$ cat config.mk
export PLATFORM = sky130hd
export DESIGN_NAME = insn_prefetch_q
export DESIGN_NICKNAME = d
export VERILOG_FILES = /design/src/rtl/pfq_pkg.sv /design/src/rtl/pfq_fetch_ctrl.sv /design/src/rtl/pfq_fifo.sv /design/src/rtl/insn_prefetch_q.sv
export SDC_FILE = /design/constraint.sdc
export NUM_CORES = 1
export LEC_CHECK = 0
export BUFFER_PORTS_ARGS = -buffer_cell sky130_fd_sc_hd__clkbuf_2
export CAP_MARGIN = 15
export CORE_AREA = 8 8 189 191
export DETAILED_ROUTE_END_ITERATION = 16
export DIE_AREA = 0 0 197 199
export GPL_ROUTABILITY_DRIVEN = 0
export PLACE_DENSITY = 0.85
export SLEW_MARGIN = 20
export SYNTH_ARGS = -nofsm -noshare
export SYNTH_HDL_FRONTEND = slang
export SYNTH_SLANG_ARGS = --single-unit
$ cat constraint.sdc
create_clock -name clk -period 7.35 [get_ports clk]
set_input_delay 1.47 -clock clk [delete_from_list [all_inputs] [get_ports clk]]
set_output_delay 1.47 -clock clk [all_outputs]
set_load 0.05 [all_outputs]
$ cat src/rtl/pfq_pkg.sv
package pfq_pkg;
  localparam int unsigned PFQ_ADDR_W = 16;
  localparam int unsigned PFQ_DATA_W = 32;
  localparam int unsigned PFQ_DEPTH  = 8;

  // width of a counter that must hold 0..n
  function automatic int unsigned pfq_cnt_w(input int unsigned n);
    return $clog2(n + 1);
  endfunction
endpackage

$ cat src/rtl/pfq_fetch_ctrl.sv
module pfq_fetch_ctrl #(
  parameter int unsigned ADDR_W    = 16,
  parameter int unsigned DEPTH     = 8,
  parameter int unsigned CNT_W     = 4,
  parameter logic [ADDR_W-1:0] RESET_VEC = '0
) (
  input  logic              clk,
  input  logic              rst_n,
  input  logic              redir_valid,
  input  logic [ADDR_W-1:0] redir_target,
  input  logic [CNT_W-1:0]  occupancy,
  input  logic              rsp_valid,
  input  logic              rsp_tag,
  output logic              req_valid,
  output logic [ADDR_W-1:0] req_addr,
  output logic              req_tag,
  output logic              rsp_keep,
  output logic [ADDR_W-1:0] rsp_addr,
  output logic [CNT_W-1:0]  inflight
);
  localparam logic [CNT_W:0] BUDGET = (CNT_W+1)'(DEPTH);

  logic [ADDR_W-1:0] pc_q, rsp_pc_q;
  logic              epoch_q;
  logic [CNT_W-1:0]  inflight_q, stale_q;
  logic [CNT_W:0]    used;

  assign used      = {1'b0, occupancy} + {1'b0, inflight_q};
  assign req_valid = !redir_valid && (used < BUDGET);
  assign req_addr  = pc_q;
  assign req_tag   = epoch_q;
  assign rsp_keep  = rsp_valid && !redir_valid && (stale_q == '0) && (rsp_tag == epoch_q);
  assign rsp_addr  = rsp_pc_q;
  assign inflight  = inflight_q;

  always_ff @(posedge clk) begin
    if (!rst_n) begin
      pc_q       <= RESET_VEC;
      rsp_pc_q   <= RESET_VEC;
      epoch_q    <= 1'b0;
      inflight_q <= '0;
      stale_q    <= '0;
    end else begin
      inflight_q <= inflight_q + CNT_W'(req_valid) - CNT_W'(rsp_valid);
      if (redir_valid) begin
        pc_q     <= redir_target;
        rsp_pc_q <= redir_target;
        epoch_q  <= ~epoch_q;
        stale_q  <= inflight_q - CNT_W'(rsp_valid);
      end else begin
        if (req_valid) pc_q <= pc_q + ADDR_W'(1);
        if (rsp_keep)  rsp_pc_q <= rsp_pc_q + ADDR_W'(1);
        if (rsp_valid && (stale_q != '0)) stale_q <= stale_q - CNT_W'(1);
      end
    end
  end
endmodule

$ cat src/rtl/pfq_fifo.sv
module pfq_fifo #(
  parameter int unsigned WIDTH = 48,
  parameter int unsigned DEPTH = 8,
  parameter int unsigned CNT_W = 4
) (
  input  logic             clk,
  input  logic             rst_n,
  input  logic             flush,
  input  logic             push,
  input  logic [WIDTH-1:0] push_data,
  input  logic             pop,
  output logic [WIDTH-1:0] head_data,
  output logic             empty,
  output logic [CNT_W-1:0] count
);
  localparam int unsigned PTR_W = (DEPTH > 1) ? $clog2(DEPTH) : 1;
  localparam logic [PTR_W-1:0] LAST = PTR_W'(DEPTH - 1);

  logic [WIDTH-1:0] slots [DEPTH];
  logic [PTR_W-1:0] wr_q, rd_q;
  logic [CNT_W-1:0] cnt_q;

  assign head_data = slots[rd_q];
  assign empty     = (cnt_q == '0);
  assign count     = cnt_q;

  always_ff @(posedge clk) begin
    if (!rst_n || flush) begin
      wr_q  <= '0;
      rd_q  <= '0;
      cnt_q <= '0;
    end else begin
      if (push) wr_q <= (wr_q == LAST) ? '0 : wr_q + PTR_W'(1);
      if (pop)  rd_q <= (rd_q == LAST) ? '0 : rd_q + PTR_W'(1);
      cnt_q <= cnt_q + CNT_W'(push) - CNT_W'(pop);
    end
  end

  always_ff @(posedge clk) begin
    if (push && !flush) slots[wr_q] <= push_data;
  end
endmodule

$ cat src/rtl/insn_prefetch_q.sv
module insn_prefetch_q
  import pfq_pkg::*;
#(
  parameter int unsigned ADDR_W = PFQ_ADDR_W,
  parameter int unsigned DATA_W = PFQ_DATA_W,
  parameter int unsigned DEPTH  = PFQ_DEPTH,
  parameter logic [ADDR_W-1:0] RESET_VEC = '0
) (
  input  logic              clk,
  input  logic              rst_n,
  input  logic              redir_valid,
  input  logic [ADDR_W-1:0] redir_target,
  output logic              mem_req_valid,
  output logic [ADDR_W-1:0] mem_req_addr,
  output logic              mem_req_tag,
  input  logic              mem_rsp_valid,
  input  logic              mem_rsp_tag,
  input  logic [DATA_W-1:0] mem_rsp_data,
  output logic              cons_valid,
  input  logic              cons_ready,
  output logic [DATA_W-1:0] cons_insn,
  output logic [ADDR_W-1:0] cons_addr
);
  localparam int unsigned CNT_W = pfq_cnt_w(DEPTH);
  localparam int unsigned ENT_W = ADDR_W + DATA_W;

  logic              rsp_keep, q_empty, q_pop;
  logic [ADDR_W-1:0] rsp_addr;
  logic [CNT_W-1:0]  occupancy, inflight;
  logic [ENT_W-1:0]  head;

  pfq_fetch_ctrl #(
    .ADDR_W(ADDR_W), .DEPTH(DEPTH), .CNT_W(CNT_W), .RESET_VEC(RESET_VEC)
  ) u_ctrl (
    .clk(clk), .rst_n(rst_n),
    .redir_valid(redir_valid), .redir_target(redir_target),
    .occupancy(occupancy),
    .rsp_valid(mem_rsp_valid), .rsp_tag(mem_rsp_tag),
    .req_valid(mem_req_valid), .req_addr(mem_req_addr), .req_tag(mem_req_tag),
    .rsp_keep(rsp_keep), .rsp_addr(rsp_addr), .inflight(inflight)
  );

  pfq_fifo #(.WIDTH(ENT_W), .DEPTH(DEPTH), .CNT_W(CNT_W)) u_fifo (
    .clk(clk), .rst_n(rst_n), .flush(redir_valid),
    .push(rsp_keep), .push_data({rsp_addr, mem_rsp_data}),
    .pop(q_pop), .head_data(head), .empty(q_empty), .count(occupancy)
  );

  // a redirect hides the stale head so it cannot be taken
  assign cons_valid = !q_empty && !redir_valid;
  assign q_pop      = cons_valid && cons_ready;
  assign cons_addr  = head[ENT_W-1:DATA_W];
  assign cons_insn  = head[DATA_W-1:0];
endmodule

==> flow_summary_export.csv <==
group,metric,value,unit
outcome,status,"finished clean",
floorplanning,die_y,199,um
critical_path,cpMaxStageDelayCell,"dfxtp_4",
clocking,clockBufferDepth,3,
detailed_routing,via_per_inst,5.93,
yosys,synth_ff_type,"edfxtp_1",
clocking,clock_sink_count,438,
critical_path,startpoint_type,"flop",
yosys,synthesis.area,17400,um2
clocking,numCtsBuffers,44,
floorplanning,die_x,197,um
clocking,clk_pin_slew,0.06,ns
cells_and_area,stdcell_area,19900,um2
grt,grt_max_degree,56,
clocking,cts.root.buffer_cell,"clkbuf_16",
yosys,synth_nets,986,
yosys,synth_seq_area_share,0.725,
critical_path,cp-end-kind,"primary output",
timing,setup_violations,0,
detailed_routing,post-route-drc-count,0,
job,maxCapViolCount,0,
detailed_routing,vias,9056,
yosys,yosysTopAreaCell,"edfxtp_1",
timing,relSlewSlack,0.257,
detailed_routing,totalWireLength,37000,um
floorplanning,rows,67,
floorplanning,fp.coreArea,32900,um2
detailed_routing,antenna_left,0,
critical_path,critPathArrivalTime,3.22,ns
place,placement.io_buffers,120,
critical_path,required,5.88,ns
clocking,htree_num_levels,2,
timing,fin_tns_setup,0,ns
yosys,syn_area_per_cell,19.2,um2
timing,rsz0062_at_grt,"false",
floorplanning,die-area,39200,um2
power,leakagePower,6.51,nW
power,p_total,5.30,mW
critical_path,crit_chain,"buf_4, mux4_2, mux2_2, clkbuf_2",
timing,max_clock_freq,213,MHz
floorplanning,initial_core_util,0.529,
clocking,postCtsSetupRepairBufs,0,
timing,hold_violations,0,
place,placement.cell_area,18600,um2
critical_path,critPathMaxStageDelay,0.82,ns
yosys,syn_inst,907,
clocking,hold_buffers,0,
grt,grt_first_pass_wirelength,56600,um
detailed_routing,post_drt_wl_per_cell,24.3,um
yosys,ys_top_cells_by_count,"edfxtp_1, mux4_2, dfxtp_1",
yosys,synth-edff-count,384,
grt,gr-total-overflow,0,
grt,grt_use_total,0.190,
cells_and_area,postLayoutCoreUtil,0.607,
clocking,cts_tree,"built",
yosys,ys_warn_count,0,
detailed_routing,drt_iter0_drc,725,
power,vdd_drop_max,0.214,mV
timing,fin_crit,4.69,ns
yosys,yosys.cell_types.count,52,
cells_and_area,diodes,0,
timing,clock_skew,0.0289,ns
place,dp_hpwl,20700,um
floorplanning,pin_count,121,
timing,worstMarginPinSlew,1.11,ns
critical_path,worstPathMaxFanout,36,
cells_and_area,drive_above_1_share,0.328,
clocking,clkLatencyLatePin,0.55,ns
critical_path,critPathBufInv,2,
grt,antenna_found_initial,0,
clocking,cts_resized,0,
detailed_routing,firstDrtPassIters,5,
cells_and_area,area_growth,14.7,%
grt,grt_pass1_vias,9534,
yosys,yosysMostFrequentCell,"edfxtp_1",
timing,slew_viol_final,0,
cells_and_area,nNetsFinal,1126,
power,powerDensity,266,nW/um2
yosys,ys_async_sr_fraction,0,
yosys,synth-seq-cells,438,
timing,period_share,0.638,
critical_path,critPathKind,"flop to primary output",
critical_path,cp_top_family,"multiplexers",
yosys,synthTopCellsByArea,"edfxtp_1, mux4_2, dfxtp_1",
yosys,synth_top_area_frac,0.663,
min_path,min-delay-path-class,"flop to flop",
report_power, final:
part / leakage [nW] / switching [mW] / internal [mW]
combinational: 1.94 / 0.246 / 0.139
clock: 0.647 / 0.905 / 1.21
sequential: 3.93 / 0.0551 / 2.75
layout make-up:
type	instances	area [um2]
Inverter	22	82.6
Sequential cell	438	12600
Multi-Input combinational cell	406	4600
Clock buffer	62	1190
Timing Repair Buffer	135	746
Tap cell	448	561
Clock inverter	16	153
Fill cell	2296	12900
tightest hold or removal path: stages (launching register included):
cell	delay, ns
dfxtp_1	0.33
o41ai_1	0.07
a31oi_1	0.08
through the flow:
step	hold WS (ns)	setup slack, ns	instances
3_3_place_gp	0.505	2.58	1448
4_1_cts	0.522	2.56	1526
5_1_grt	0.551	2.43	1527
3_5_place_dp	0.510	2.50	1448
2_1_floorplan	0.492	1.07	907
6_report	0.534	2.66	1527
state kept, by name, indices dropped and copies added, names as in the netlist, named ones only:
name             count
u_fifo.wr_q          3
u_fifo.slots       384
u_ctrl.req_addr     16
u_ctrl.inflight      4
u_ctrl.rsp_addr     16
u_fifo.count         4
u_fifo.rd_q          3
u_ctrl.req_tag       1
u_ctrl.stale_q       4
cells by family after synthesis:
family	after synthesis	share of synthesized area
flip-flops	438	0.725
buffers and inverters	63	0.0141
multiplexers	155	0.162
AO/OA/AOI/OAI	75	0.0273
XOR/XNOR	21	0.0106
AND/OR/NAND/NOR	130	0.0423
adder cells (fa/ha/maj)	25	0.0188
per-layer routing:
metal  vias to the layer above  GRT usage  routed length (um)
met1                      4649      0.245               14900
met2                       369      0.329               18900
met3                        52     0.0355                2550
li1                       3986          -                   -
met4                         0     0.0493                 750
met5                         -          0                   0
worst paths after layout:
kind | startpoint | endpoint | slack, ns | cells past startpoint
setup / recovery | flop | cons_addr[3] | 2.66 | 4
hold / removal | u_ctrl.req_addr[13]$_SDFFE_PN0P_ | u_ctrl.req_addr[13]$_SDFFE_PN0P_ | 0.53 | 2
setup reg to reg | u_ctrl.stale_q[0]$_SDFFE_PN0P_ | u_fifo.slots[7][36]$_DFFE_PP_ | 3.62 | 8
hold reg to reg | u_ctrl.req_addr[13]$_SDFFE_PN0P_ | u_ctrl.req_addr[13]$_SDFFE_PN0P_ | 0.53 | 2
cell usage in the layout, fill, tap and decap left out, types with 15 or more instances in the layout:
master and instances:
edfxtp_1 384, clkbuf_2 120, mux4_2 96, dfxtp_1 51, mux2_2 50, clkbuf_16 45, a21oi_1 23, ha_1 23
inv_1 22, nand2_1 21, o21ai_0 18, nor2_1 17, clkbuf_1 17, nor3_1 15, xnor2_1 15
Power figures use the tool's default switching activity.
